`config.mk`:
```
export PLATFORM = sky130hd
export DESIGN_NAME = sbe_top
export DESIGN_NICKNAME = d
export VERILOG_FILES = /design/src/rtl/sbe_pkg.sv /design/src/rtl/sbe_fifo.sv /design/src/rtl/sbe_cfg.sv /design/src/rtl/sbe_evt.sv /design/src/rtl/sbe_top.sv
export SDC_FILE = /design/constraint.sdc
export NUM_CORES = 1
export LEC_CHECK = 0
export BUFFER_PORTS_ARGS = -buffer_cell sky130_fd_sc_hd__buf_2
export CELL_PAD_IN_SITES_DETAIL_PLACEMENT = 0
export CELL_PAD_IN_SITES_GLOBAL_PLACEMENT = 2
export CORE_MARGIN = 2
export CORE_UTILIZATION = 50
export CTS_CLUSTER_SIZE = 14
export DETAILED_ROUTE_END_ITERATION = 7
export PLACE_DENSITY = 0.82
export SLEW_MARGIN = 10
export SYNTH_ARGS = -nofsm -noshare
export SYNTH_HDL_FRONTEND = slang
export SYNTH_SLANG_ARGS = --single-unit
```
`constraint.sdc`:
```
create_clock -name clk -period 4.16 [get_ports clk]
set_clock_uncertainty 0.15 [all_clocks]
set_input_delay 0.208 -clock clk [delete_from_list [all_inputs] [get_ports clk]]
set_output_delay 0.208 -clock clk [all_outputs]
set_load 0.005 [all_outputs]
```
`src/rtl/sbe_pkg.sv`:
```
// Shared constants for the serial transfer buffer: register addresses,
// event and clear bit positions, status bit positions.
package sbe_pkg;
    localparam int ADDR_W = 4;

    localparam logic [ADDR_W-1:0] A_DATA  = 4'd0;
    localparam logic [ADDR_W-1:0] A_TXLVL = 4'd1;
    localparam logic [ADDR_W-1:0] A_RXLVL = 4'd2;
    localparam logic [ADDR_W-1:0] A_TXTHR = 4'd3;
    localparam logic [ADDR_W-1:0] A_RXTHR = 4'd4;
    localparam logic [ADDR_W-1:0] A_MASK  = 4'd5;
    localparam logic [ADDR_W-1:0] A_STAT  = 4'd6;
    localparam logic [ADDR_W-1:0] A_RAW   = 4'd7;
    localparam logic [ADDR_W-1:0] A_MSKD  = 4'd8;
    localparam logic [ADDR_W-1:0] A_CLR   = 4'd9;

    localparam int EVT_W    = 5;
    localparam int EV_TXLOW = 0;
    localparam int EV_TXOVF = 1;
    localparam int EV_RXUNF = 2;
    localparam int EV_RXOVF = 3;
    localparam int EV_RXHI  = 4;

    localparam int CLR_W    = 4;
    localparam int CL_ALL   = 0;
    localparam int CL_RXUNF = 1;
    localparam int CL_RXOVF = 2;
    localparam int CL_TXOVF = 3;

    localparam int STAT_W   = 6;
    localparam int ST_BUSY  = 0;
    localparam int ST_TXF   = 1;
    localparam int ST_TXE   = 2;
    localparam int ST_RXE   = 3;
    localparam int ST_RXF   = 4;
    localparam int ST_TGTB  = 5;
endpackage

```
`src/rtl/sbe_fifo.sv`:
```
// Synchronous word FIFO with an explicit entry counter.
// Assumes: callers gate push with !full and pop with !empty themselves, or
// accept that such requests are silently ignored here; flush dominates.
// The head word is presented combinationally and reads zero when empty.
module sbe_fifo #(
    parameter int DEPTH = 32,
    parameter int DW    = 16,
    localparam int PW   = (DEPTH > 1) ? $clog2(DEPTH) : 1,
    localparam int LW   = $clog2(DEPTH + 1)
) (
    input  logic          clk,
    input  logic          rst_n,
    input  logic          flush,
    input  logic          push,
    input  logic [DW-1:0] wdata,
    input  logic          pop,
    output logic [DW-1:0] rdata,
    output logic [LW-1:0] level,
    output logic          full,
    output logic          empty
);
    logic [DW-1:0] mem [DEPTH];
    logic [PW-1:0] wr_ptr, rd_ptr;
    logic [LW-1:0] count;
    logic          do_push, do_pop;

    assign full    = (count == LW'(DEPTH));
    assign empty   = (count == '0);
    assign do_push = push && !full && !flush;
    assign do_pop  = pop && !empty && !flush;
    assign level   = count;
    assign rdata   = empty ? '0 : mem[rd_ptr];

    // Advance a pointer, wrapping at the last entry.
    function automatic logic [PW-1:0] bump(input logic [PW-1:0] p);
        return (p == PW'(DEPTH - 1)) ? '0 : p + 1'b1;
    endfunction

    // Store an accepted word at the write pointer.
    always_ff @(posedge clk) begin
        if (do_push) mem[wr_ptr] <= wdata;
    end

    // Maintain pointers and count; reset and flush empty the queue.
    always_ff @(posedge clk) begin
        if (!rst_n || flush) begin
            wr_ptr <= '0;
            rd_ptr <= '0;
            count  <= '0;
        end else begin
            if (do_push) wr_ptr <= bump(wr_ptr);
            if (do_pop)  rd_ptr <= bump(rd_ptr);
            case ({do_push, do_pop})
                2'b10:   count <= count + 1'b1;
                2'b01:   count <= count - 1'b1;
                default: count <= count;
            endcase
        end
    end
endmodule

```
`src/rtl/sbe_cfg.sv`:
```
// Configuration registers: two FIFO thresholds and the event mask.
// Assumes: thresholds are only meaningful while the block is disabled, so
// writes to them are refused while enable is high; the mask is always writable.
module sbe_cfg #(
    parameter int TW = 5
) (
    input  logic                       clk,
    input  logic                       rst_n,
    input  logic                       enable,
    input  logic                       wr,
    input  logic [sbe_pkg::ADDR_W-1:0] addr,
    input  logic [TW-1:0]              thr_wdata,
    input  logic [sbe_pkg::EVT_W-1:0]  mask_wdata,
    output logic [TW-1:0]              tx_thr,
    output logic [TW-1:0]              rx_thr,
    output logic [sbe_pkg::EVT_W-1:0]  mask
);
    import sbe_pkg::*;

    // Capture thresholds, locked while enabled.
    always_ff @(posedge clk) begin
        if (!rst_n) begin
            tx_thr <= '0;
            rx_thr <= '0;
        end else if (wr && !enable) begin
            if (addr == A_TXTHR) tx_thr <= thr_wdata;
            if (addr == A_RXTHR) rx_thr <= thr_wdata;
        end
    end

    // Capture the event mask at any time.
    always_ff @(posedge clk) begin
        if (!rst_n)                     mask <= '0;
        else if (wr && addr == A_MASK)  mask <= mask_wdata;
    end
endmodule

```
`src/rtl/sbe_evt.sv`:
```
// Event vector: two level comparisons against thresholds and three sticky
// error flags, masked and reduced to one interrupt line.
// Assumes: set strobes are single-cycle pulses; a set wins over a clear
// arriving in the same cycle.
module sbe_evt #(
    parameter int LW = 6,
    parameter int TW = 5
) (
    input  logic                      clk,
    input  logic                      rst_n,
    input  logic [LW-1:0]             tx_level,
    input  logic [LW-1:0]             rx_level,
    input  logic [TW-1:0]             tx_thr,
    input  logic [TW-1:0]             rx_thr,
    input  logic                      set_txovf,
    input  logic                      set_rxunf,
    input  logic                      set_rxovf,
    input  logic                      clr_wr,
    input  logic [sbe_pkg::CLR_W-1:0] clr_bits,
    input  logic [sbe_pkg::EVT_W-1:0] mask,
    output logic [sbe_pkg::EVT_W-1:0] raw,
    output logic [sbe_pkg::EVT_W-1:0] masked,
    output logic                      irq
);
    import sbe_pkg::*;

    logic txovf_q, rxunf_q, rxovf_q;
    logic kill_txovf, kill_rxunf, kill_rxovf;

    assign kill_txovf = clr_wr && (clr_bits[CL_ALL] || clr_bits[CL_TXOVF]);
    assign kill_rxunf = clr_wr && (clr_bits[CL_ALL] || clr_bits[CL_RXUNF]);
    assign kill_rxovf = clr_wr && (clr_bits[CL_ALL] || clr_bits[CL_RXOVF]);

    // Sticky error flags: set on event, cleared by the clear register.
    always_ff @(posedge clk) begin
        if (!rst_n) begin
            txovf_q <= 1'b0;
            rxunf_q <= 1'b0;
            rxovf_q <= 1'b0;
        end else begin
            txovf_q <= set_txovf || (txovf_q && !kill_txovf);
            rxunf_q <= set_rxunf || (rxunf_q && !kill_rxunf);
            rxovf_q <= set_rxovf || (rxovf_q && !kill_rxovf);
        end
    end

    // Assemble raw vector, apply mask, reduce to interrupt.
    always_comb begin
        raw           = '0;
        raw[EV_TXLOW] = (tx_level <= LW'(tx_thr));
        raw[EV_TXOVF] = txovf_q;
        raw[EV_RXUNF] = rxunf_q;
        raw[EV_RXOVF] = rxovf_q;
        raw[EV_RXHI]  = (rx_level > LW'(rx_thr));
        masked        = raw & mask;
        irq           = |masked;
    end
endmodule

```
`src/rtl/sbe_top.sv`:
```
// Serial transfer buffer top: host register port, transmit and receive
// FIFOs, configuration and event logic.
// Assumes: one host access per cycle; read data is combinational and a read
// of the data address pops at the clock edge ending the access.
module sbe_top #(
    parameter int DEPTH = 32,
    parameter int DW    = 16,
    localparam int LW   = $clog2(DEPTH + 1),
    localparam int TW   = (DEPTH > 1) ? $clog2(DEPTH) : 1
) (
    input  logic                       clk,
    input  logic                       rst_n,
    input  logic                       enable,
    input  logic                       reg_wr,
    input  logic                       reg_rd,
    input  logic [sbe_pkg::ADDR_W-1:0] reg_addr,
    input  logic [DW-1:0]              reg_wdata,
    output logic [DW-1:0]              reg_rdata,
    input  logic                       eng_tx_pop,
    output logic [DW-1:0]              eng_tx_data,
    output logic                       eng_tx_valid,
    input  logic                       eng_rx_push,
    input  logic [DW-1:0]              eng_rx_data,
    input  logic                       eng_busy,
    input  logic                       eng_tgt_busy,
    output logic                       irq
);
    import sbe_pkg::*;

    logic [LW-1:0]     tx_level, rx_level;
    logic              tx_full, tx_empty, rx_full, rx_empty;
    logic [DW-1:0]     rx_head;
    logic [TW-1:0]     tx_thr, rx_thr;
    logic [EVT_W-1:0]  mask_q, raw_vec, masked_vec;
    logic [STAT_W-1:0] status;
    logic              host_push, host_pop, eng_push, eng_pop, flush;
    logic              clr_wr;

    assign flush     = !enable;
    assign host_push = enable && reg_wr && (reg_addr == A_DATA);
    assign host_pop  = enable && reg_rd && (reg_addr == A_DATA);
    assign eng_push  = enable && eng_rx_push;
    assign eng_pop   = enable && eng_tx_pop;
    assign clr_wr    = reg_wr && (reg_addr == A_CLR);

    sbe_fifo #(.DEPTH(DEPTH), .DW(DW)) u_txq (
        .clk(clk), .rst_n(rst_n), .flush(flush),
        .push(host_push), .wdata(reg_wdata),
        .pop(eng_pop), .rdata(eng_tx_data),
        .level(tx_level), .full(tx_full), .empty(tx_empty)
    );

    sbe_fifo #(.DEPTH(DEPTH), .DW(DW)) u_rxq (
        .clk(clk), .rst_n(rst_n), .flush(flush),
        .push(eng_push), .wdata(eng_rx_data),
        .pop(host_pop), .rdata(rx_head),
        .level(rx_level), .full(rx_full), .empty(rx_empty)
    );

    sbe_cfg #(.TW(TW)) u_cfg (
        .clk(clk), .rst_n(rst_n), .enable(enable),
        .wr(reg_wr), .addr(reg_addr),
        .thr_wdata(reg_wdata[TW-1:0]), .mask_wdata(reg_wdata[EVT_W-1:0]),
        .tx_thr(tx_thr), .rx_thr(rx_thr), .mask(mask_q)
    );

    sbe_evt #(.LW(LW), .TW(TW)) u_evt (
        .clk(clk), .rst_n(rst_n),
        .tx_level(tx_level), .rx_level(rx_level),
        .tx_thr(tx_thr), .rx_thr(rx_thr),
        .set_txovf(host_push && tx_full),
        .set_rxunf(host_pop && rx_empty),
        .set_rxovf(eng_push && rx_full),
        .clr_wr(clr_wr), .clr_bits(reg_wdata[CLR_W-1:0]),
        .mask(mask_q), .raw(raw_vec), .masked(masked_vec), .irq(irq)
    );

    assign eng_tx_valid = !tx_empty;

    // Gather the status word from FIFO flags and engine indications.
    always_comb begin
        status          = '0;
        status[ST_BUSY] = eng_busy;
        status[ST_TXF]  = tx_full;
        status[ST_TXE]  = tx_empty;
        status[ST_RXE]  = rx_empty;
        status[ST_RXF]  = rx_full;
        status[ST_TGTB] = eng_tgt_busy;
    end

    // Select host read data by address.
    always_comb begin
        case (reg_addr)
            A_DATA:  reg_rdata = rx_head;
            A_TXLVL: reg_rdata = DW'(tx_level);
            A_RXLVL: reg_rdata = DW'(rx_level);
            A_TXTHR: reg_rdata = DW'(tx_thr);
            A_RXTHR: reg_rdata = DW'(rx_thr);
            A_MASK:  reg_rdata = DW'(mask_q);
            A_STAT:  reg_rdata = DW'(status);
            A_RAW:   reg_rdata = DW'(raw_vec);
            A_MSKD:  reg_rdata = DW'(masked_vec);
            default: reg_rdata = '0;
        endcase
    end
endmodule

```
==> metrics.csv, run 1 <==
stage;metric;value;unit
run_status;status;finished, final reports clean;
critical_path;crit_type;reg -> out;
global_route;grt_overflow;0;
cts;cts-root-buf;clkbuf_16;
logic_synthesis;ys.flop_type;edfxtp_1;
detailed_routing;drtAntennaViolNets;0;
cells_and_area;drive_above_1_share;0.2899;
global_route;antenna_found_initial;0;
timing;relSlewSlack;0.2408;
cts;clk_latency;670;ps
logic_synthesis;syn_area;42910;um^2
timing;post-route-min-period;3768;ps
detailed_routing;viasPerCell;5.963;
logic_synthesis;ys_ff_latch;1084;
floorplan;core_area;85150;um^2
critical_path;reg2reg_from;u_txq.level[1];
cells_and_area;diodes;0;
timing;post-route-period-util;0.9057;
critical_path;rr_worst_depth;11;
logic_synthesis;yosys.area.top_type;edfxtp_1;
critical_path;cp_cell_sequence;buf_12 > mux4_2 > mux4_2 > nand3_1 > o21ai_0 > buf_2;
logic_synthesis;ys_warn_count;0;
global_route;grt_pass1_vias;21830;
cts;post_cts_resized;0;
critical_path;crit_end;eng_tx_data[4];
cells_and_area;fin_nets;2354;
cts;clk_pin_slew;60;ps
detailed_routing;firstDrtPassIters;6;
critical_path;slowest_stage;dfxtp_4;
cells_and_area;layout_commonest_cell;edfxtp_1;
timing;finalSetupViolCount;0;
critical_path;end_kind;output pin;
critical_path;startpoint_type;flip-flop;
logic_synthesis;async_flop_share;0;
critical_path;worstPathRequired;3800;ps
placed_design;gp_congestion;0.8467;
min_path;hold_class;in -> reg;
critical_path;path_common_cell;mux4_2;
placed_design;hpwl;54.07;mm
logic_synthesis;syn_nets;2142;
cts;cts_buffers;107;
critical_path;crit_fanout;32;
timing;fin_setup_tns;0;ps
logic_synthesis;synth_top_area_frac;0.7165;
power;p_leak;15.17;nW
cts;htree_levels;3;
floorplan;die_w;297.0;um
power;powerDensity;438.0;nW/um^2
detailed_routing;wirelength;92.94;mm
critical_path;r2r_end;u_txq.level[4];
timing;hold_viol;0;
critical_path;reg2reg_slack;540;ps
cells_and_area;mostFrequentLayoutCells;1024 x edfxtp_1, 306 x mux4_2, 107 x clkbuf_16;
logic_synthesis;ys_seq_area_frac;0.7445;
global_route;track_usage;0.2121;
detailed_routing;drtIter0Drc;1928;
detailed_routing;wl_per_cell;26.50;um
logic_synthesis;synthTopCellsByArea;edfxtp_1 72%, mux4_2 16%, dfxtp_1 2.8%;
floorplan;die_height;297.0;um
floorplan;design.portCount;79;
critical_path;crit_arrival;3410;ps
timing;rsz0062_at_grt;false;
detailed_routing;drc_errors;0;
critical_path;max_stage_delay;620;ps
global_route;grt_max_degree;60;
global_route;grt_pass1_wl;139.7;mm
logic_synthesis;synthesis.instances;2067;
floorplan;initial_core_util;0.5040;
timing;max_freq;265.4;MHz
placed_design;place_ws;568.3;ps
power;ir_worst_vdd;0.3634;mV
timing;tightest_slew;1139;ps
logic_synthesis;synth_edf_count;1024;
timing;finalMaxSlewViolations;0;
detailed_routing;vias;20910;
logic_synthesis;synth.distinct_cells;71;
cts;clock-sinks;1084;
cts;postCtsSetupRepairBufs;0;
floorplan;core.rowCount;107;
flow_run;drv_cap;0;
cts;tritoncts;yes;
timing;fin_ws;392.4;ps
logic_synthesis;avgSynthCellArea;20.76;um^2
cts;cts_buffer_depth;3;
floorplan;die_area;88190;um^2
placed_design;port_buffers;78;
cells_and_area;syn_to_final_growth;13.87;%
min_path;hold_depth;5;
[cell type report]
| cell class | count | area [um^2] |
|---|---|---|
| well taps | 1144 | 1431 |
| clock inverters | 64 | 575.6 |
| flip-flops and latches | 1084 | 31970 |
| clock buffers | 129 | 2760 |
| multi-input cells | 831 | 10350 |
| fillers | 6279 | 36280 |
| inverters | 41 | 153.9 |
| repair buffers | 214 | 1624 |
[metrics by stage]
stage | cells | power (mW) | area [um^2] | hold WS (ps) | utilization
4_1_cts | 3507 | 21.58 | 48870 | 39.03 | 0.5739
5_1_grt | 3507 | 22.01 | 48870 | 102.4 | 0.5739
6_report | 3507 | 21.40 | 48870 | 81.67 | 0.5739
2_1_floorplan | 2067 | 12.25 | 42910 | 156.9 | -
3_5_place_dp | 3274 | 12.45 | 45130 | 349.8 | 0.5300
3_3_place_gp | 3274 | 12.43 | 45130 | 341.2 | 0.5300
[power breakdown]
part | total, mW | internal (mW) | switching (mW)
logic | 0.311 | 0.0799 | 0.231
registers | 11.9 | 11.9 | 0.00609
clock network | 9.15 | 5.12 | 4.03
total | 21.4 | 17.1 | 4.27
[cells by family (layout without fill, tap and decap cells)]
logic type,Yosys count,after routing,synth area share
mux,347,347,0.1702
buf+inv,152,448,0.01674
fa+ha+maj,30,30,0.008747
xor+xnor,8,8,0.001633
compound gates,159,159,0.02420
simple gates,287,287,0.03397
flops,1084,1084,0.7445
[state kept, by name, indices dropped and copies added, names as in the netlist, named ones only]
| name | count |
|---|---|
| u_txq.level | 6 |
| u_txq.wr_ptr | 5 |
| u_rxq.mem | 512 |
| u_cfg.tx_thr | 5 |
| u_rxq.wr_ptr | 5 |
| u_cfg.rx_thr | 5 |
| u_txq.rd_ptr | 5 |
| u_cfg.mask | 5 |
| u_txq.mem | 512 |
| u_evt.rxovf_q | 1 |
| u_evt.txovf_q | 1 |
| u_evt.rxunf_q | 1 |
| u_rxq.rd_ptr | 5 |
| u_rxq.level | 6 |
[worst min-delay path by stage]
stage	startpoint	end	slack, ps
floorplan	eng_rx_data[0]	u_rxq.mem[0][0]	160
global placement	u_txq.rd_ptr[3]	flip-flop	340
detailed placement	u_txq.rd_ptr[4]	u_txq.rd_ptr[4]	350
CTS	reg_addr[3]	u_evt.txovf_q	40
global route	reg_addr[3]	u_evt.txovf_q	100
finish	reg_addr[3]	u_evt.txovf_q	80
[layer usage]
metal	routed length (um)	track usage	up-vias
met5	0	0	-
met4	2482	0.06193	0
met3	4926	0.03182	162
met2	48360	0.3656	730
met1	37160	0.2824	11020
li1	-	-	8998
[worst max-delay path: cells and delay by family, from the launching register on]
family	cells	cell delay (ps)
AO/OA/AOI/OAI	1	300
buffers and inverters	2	570
flip-flops	1	620
multiplexers	2	1040
AND/OR/NAND/NOR	1	180
[synthesized netlist by cell type (11+ instances only)]
| library cell | number |
|---|---|
| dfxtp_1 | 60 |
| buf_2 | 31 |
| nand2_1 | 45 |
| nor2b_1 | 26 |
| a21oi_1 | 33 |
| inv_1 | 39 |
| o21ai_0 | 49 |
| clkbuf_1 | 56 |
| a31oi_1 | 11 |
| mux4_2 | 306 |
| nand3b_1 | 13 |
| mux2i_1 | 40 |
| ha_1 | 30 |
| edfxtp_1 | 1024 |
| a22o_1 | 15 |
| nand3_1 | 35 |
| nor2_1 | 102 |
[what timing repair did]
item | CTS | global route
endpoints found under the hold margin | 1006 | 0
endpoints found under the setup margin | 0 | 0
hold buffers | 40 | 0
(Power assumes the default switching activity.)
==> run 2: changes to the inputs <==
Settings changed: ABC_AREA from default to 1, CORE_UTILIZATION 50 to 43.
==> run 2 against run 1 <==
Synthesized cell count grew 85%. Highest routed layer unchanged. Area after synthesis increased by 4.1%. Setup slack gained 160 ps. Wire length up 25%. Critical path type unchanged.
==> metrics.csv, run 2 <==
stage;metric;value;unit;change
cts;cts_buffers;111;;was 107
timing;fin_setup_tns;0;ps;unchanged
critical_path;worstPathRequired;3800;ps;about the same
cells_and_area;fill_cells;9152;;was 6279
logic_synthesis;synthesis.instances;3824;;was 2067
timing;finalSetupViolCount;0;;unchanged
floorplan;core.rowCount;118;;was 107
global_route;grt_overflow;0;;unchanged
timing;max_freq;277.2;MHz;was 265.4 MHz
timing;post-route-period-util;0.8672;;was 0.9057
critical_path;max_stage_delay;570;ps;was 620 ps
cells_and_area;instances_no_fill;5406;;was 3507
detailed_routing;viasPerCell;5.369;;was 5.963
detailed_routing;drtIter0Drc;2766;;was 1928
timing;hold_viol;0;;unchanged
logic_synthesis;ys_ff_latch;1084;;unchanged
logic_synthesis;synth_edf_count;1024;;unchanged
cts;htree_levels;3;;unchanged
cells_and_area;layout_commonest_cell;edfxtp_1;;unchanged
cts;tritoncts;yes;;unchanged
detailed_routing;firstDrtPassIters;5;;was 6
logic_synthesis;ys_seq_area_frac;0.7153;;was 0.7445
timing;rsz0062_at_grt;false;;unchanged
timing;tightest_slew;1172;ps;was 1139 ps
cells_and_area;diodes;0;;unchanged
detailed_routing;drc_errors;0;;unchanged
critical_path;end_kind;output pin;;unchanged
timing;post-route-min-period;3608;ps;was 3768 ps
logic_synthesis;synthTopCellsByArea;edfxtp_1 69%, nor2_1 5.2%, nand2_1 5.1%;;was edfxtp_1 72%, mux4_2 16%, dfxtp_1 2.8%
placed_design;gp_congestion;0.7978;;was 0.8467
placed_design;dpl.cell_count;5155;;was 3274
detailed_routing;wirelength;116.2;mm;was 92.94 mm
run_status;status;finished, final reports clean;;unchanged
logic_synthesis;yosys.area.top_type;edfxtp_1;;unchanged
placed_design;port_buffers;78;;unchanged
logic_synthesis;synth.distinct_cells;34;;was 71
critical_path;crit_type;reg -> out;;unchanged
logic_synthesis;avgSynthCellArea;11.68;um^2;was 20.76 um^2
critical_path;crit_family;buffers and inverters;;was multiplexers
timing;fin_ws;552.4;ps;was 392.4 ps
critical_path;startpoint_type;flip-flop;;unchanged
logic_synthesis;ys.flop_type;edfxtp_1;;unchanged
cts;clk_pin_slew;60;ps;about the same
flow_run;drv_cap;0;;unchanged
logic_synthesis;synth_top_area_frac;0.6884;;was 0.7165
logic_synthesis;ys_warn_count;0;;unchanged
timing;relSlewSlack;0.2189;;was 0.2408
floorplan;design.portCount;79;;unchanged
placed_design;hpwl;63.71;mm;was 54.07 mm
critical_path;rr_worst_depth;19;;was 11
floorplan;initial_core_util;0.4328;;was 0.5040
cts;cts_buffer_depth;3;;unchanged
floorplan;die_w;326.3;um;was 297.0 um
floorplan;die_height;326.3;um;was 297.0 um
logic_synthesis;syn_nets;3899;;was 2142
detailed_routing;vias;29020;;was 20910
critical_path;crit_arrival;3250;ps;was 3410 ps
timing;finalMaxSlewViolations;0;;unchanged
placed_design;place_ws;972.0;ps;was 568.3 ps
critical_path;critical_path_buf_inv_count;4;;was 2
critical_path;r2r_end;u_txq.level[4];;unchanged
cells_and_area;drive_above_1_share;0.1013;;was 0.2899
detailed_routing;drtAntennaViolNets;0;;unchanged
logic_synthesis;syn_area;44670;um^2;was 42910 um^2
power;ir_worst_vdd;0.3692;mV;was 0.3634 mV
min_path;hold_class;in -> reg;;unchanged
cells_and_area;reg_top3;u_rxq.mem: 512 flops, u_txq.mem: 512 flops;;unchanged
logic_synthesis;async_flop_share;0;;unchanged
critical_path;cp_cell_sequence;inv_2 > buf_4 > buf_4 > o31ai_1 > nand2_1 > nor2_1 > nor2_1 > buf_2;;was buf_12 > mux4_2 > mux4_2 > nand3_1 > o21ai_0 > buf_2
cells_and_area;mostFrequentLayoutCells;1024 x edfxtp_1, 608 x nand2_1, 577 x nor2_1;;was 1024 x edfxtp_1, 306 x mux4_2, 107 x clkbuf_16
power;powerDensity;433.9;nW/um^2;was 438.0 nW/um^2
global_route;antenna_found_initial;0;;unchanged
global_route;track_usage;0.2152;;was 0.2121
logic_synthesis;ys_top_cells_by_count;1024 x edfxtp_1, 616 x nor2_1, 608 x nand2_1;;was 1024 x edfxtp_1, 306 x mux4_2, 102 x nor2_1
logic_synthesis;synth_most_common_cell;edfxtp_1;;unchanged
cts;clk_latency;700;ps;was 670 ps
floorplan;core_area;103200;um^2;was 85150 um^2
critical_path;reg2reg_slack;950;ps;was 540 ps
min_path;hold_depth;1;;was 5
global_route;grt_max_degree;214;;was 60
critical_path;slowest_stage;dfxtp_2;;was dfxtp_4
floorplan;die_area;106500;um^2;was 88190 um^2
cells_and_area;fin_nets;4009;;was 2354
critical_path;crit_fanout;32;;unchanged
global_route;grt_pass1_wl;174.3;mm;was 139.7 mm
min_path;min_to;u_txq.mem[22][0];;was u_evt.txovf_q
cts;post_cts_resized;0;;unchanged
detailed_routing;wl_per_cell;21.49;um;was 26.50 um
cells_and_area;syn_to_final_growth;13.46;%;was 13.87%
power;p_leak;17.47;nW;was 15.17 nW
critical_path;reg2reg_from;u_txq.level[2];;was u_txq.level[1]
min_path;hold_start;reg_wdata[0];;was reg_addr[3]
cts;cts-root-buf;clkbuf_16;;unchanged
global_route;grt_pass1_vias;27510;;was 21830
cts;clock-sinks;1084;;unchanged
==> run 2: cell count changes in the layout (fill, tap and decap cells not counted), sizes merged, moves of 40 or more <==
cell,before,now
a21oi,33,107
inv,45,142
mux2i,40,0
mux4,306,0
nand2,45,611
nand3,35,373
nor2,103,627
o211ai,5,112
o21ai,49,394
o22ai,1,46
==> run 2: through the flow <==
step / hold slack (ps) / instance area (um^2) / utilization / total power [mW]
floorplan: 156.9 / 44670 / - / 12.32
global placement: 319.3 / 46720 / 0.4528 / 12.58
detailed placement: 322.8 / 46720 / 0.4528 / 12.59
CTS: 5.700 / 50680 / 0.4910 / 22.19
global route: 45.52 / 50680 / 0.4910 / 22.61
finish: 43.23 / 50680 / 0.4910 / 21.99
==> run 2: cell type report <==
cell class,count,area [um^2],share of cell area
Sequential cell,1084,31970,0.6309
Multi-Input combinational cell,2374,11190,0.2209
Clock buffer,146,2962,0.05844
Timing Repair Buffer,222,1749,0.03452
Tap cell,1380,1727,0.03407
Inverter,141,544.3,0.01074
Clock inverter,59,529.3,0.01044
==> run 2: per-layer routing <==
metal / wire length (um) / vias to the layer above / GRT usage
li1: - / 13830 / -
met1: 50780 / 14300 / 0.2978
met2: 57160 / 742 / 0.3593
met3: 5844 / 152 / 0.02769
met4: 2379 / 0 / 0.05893
met5: 0 / - / 0
==> run 2: where the power goes <==
part / internal [mW] / switching [mW] / total [mW]
clock network: 5.49 / 4.11 / 9.61
logic: 0.0983 / 0.334 / 0.432
registers: 11.9 / 0.00969 / 12.0
total: 17.5 / 4.46 / 22.0
==> run 2: worst max-delay path by stage <==
stage                   startpoint               end  cells after the start
floorplan           u_txq.level[3]  u_txq.mem[23][0]                      8
global placement    u_txq.level[3]    u_txq.level[4]                     19
detailed placement  u_txq.level[2]    u_txq.level[4]                     19
CTS                      flip-flop   eng_tx_data[14]                      8
global route             flip-flop   eng_tx_data[14]                      8
finish                   flip-flop   eng_tx_data[14]                      8
==> run 2: worst reg2reg max path, stage by stage (launching register included) <==
cell and delay, ps:
dfxtp_1 340, inv_1 120, nand4_1 160, nor2_2 170, nand2_2 320, nand2_2 250, inv_2 90, ha_1 280
inv_1 140, nand2_1 70, nand2_1 80, inv_1 50, ha_1 160, or2_2 310, nand4_1 80, nand2_1 60
a21oi_1 110, o21ai_0 100, nand2_1 60, inv_1 30
==> run 2: logic make-up (layout without fill, tap and decap cells) <==
group	Yosys count	count (layout)	share of synthesized area
flip-flops	1084	1084	0.7153
buffers and inverters	366	568	0.03717
XOR/XNOR	9	9	0.001765
adder cells (fa/ha/maj)	30	30	0.008404
AO/OA/AOI/OAI	682	682	0.08524
AND/OR/NAND/NOR	1653	1653	0.1521
==> run 2: timing repair <==
action,in CTS,in global routing
endpoints found under the hold margin,903,0
hold buffers,46,0
buffers inserted,0,0
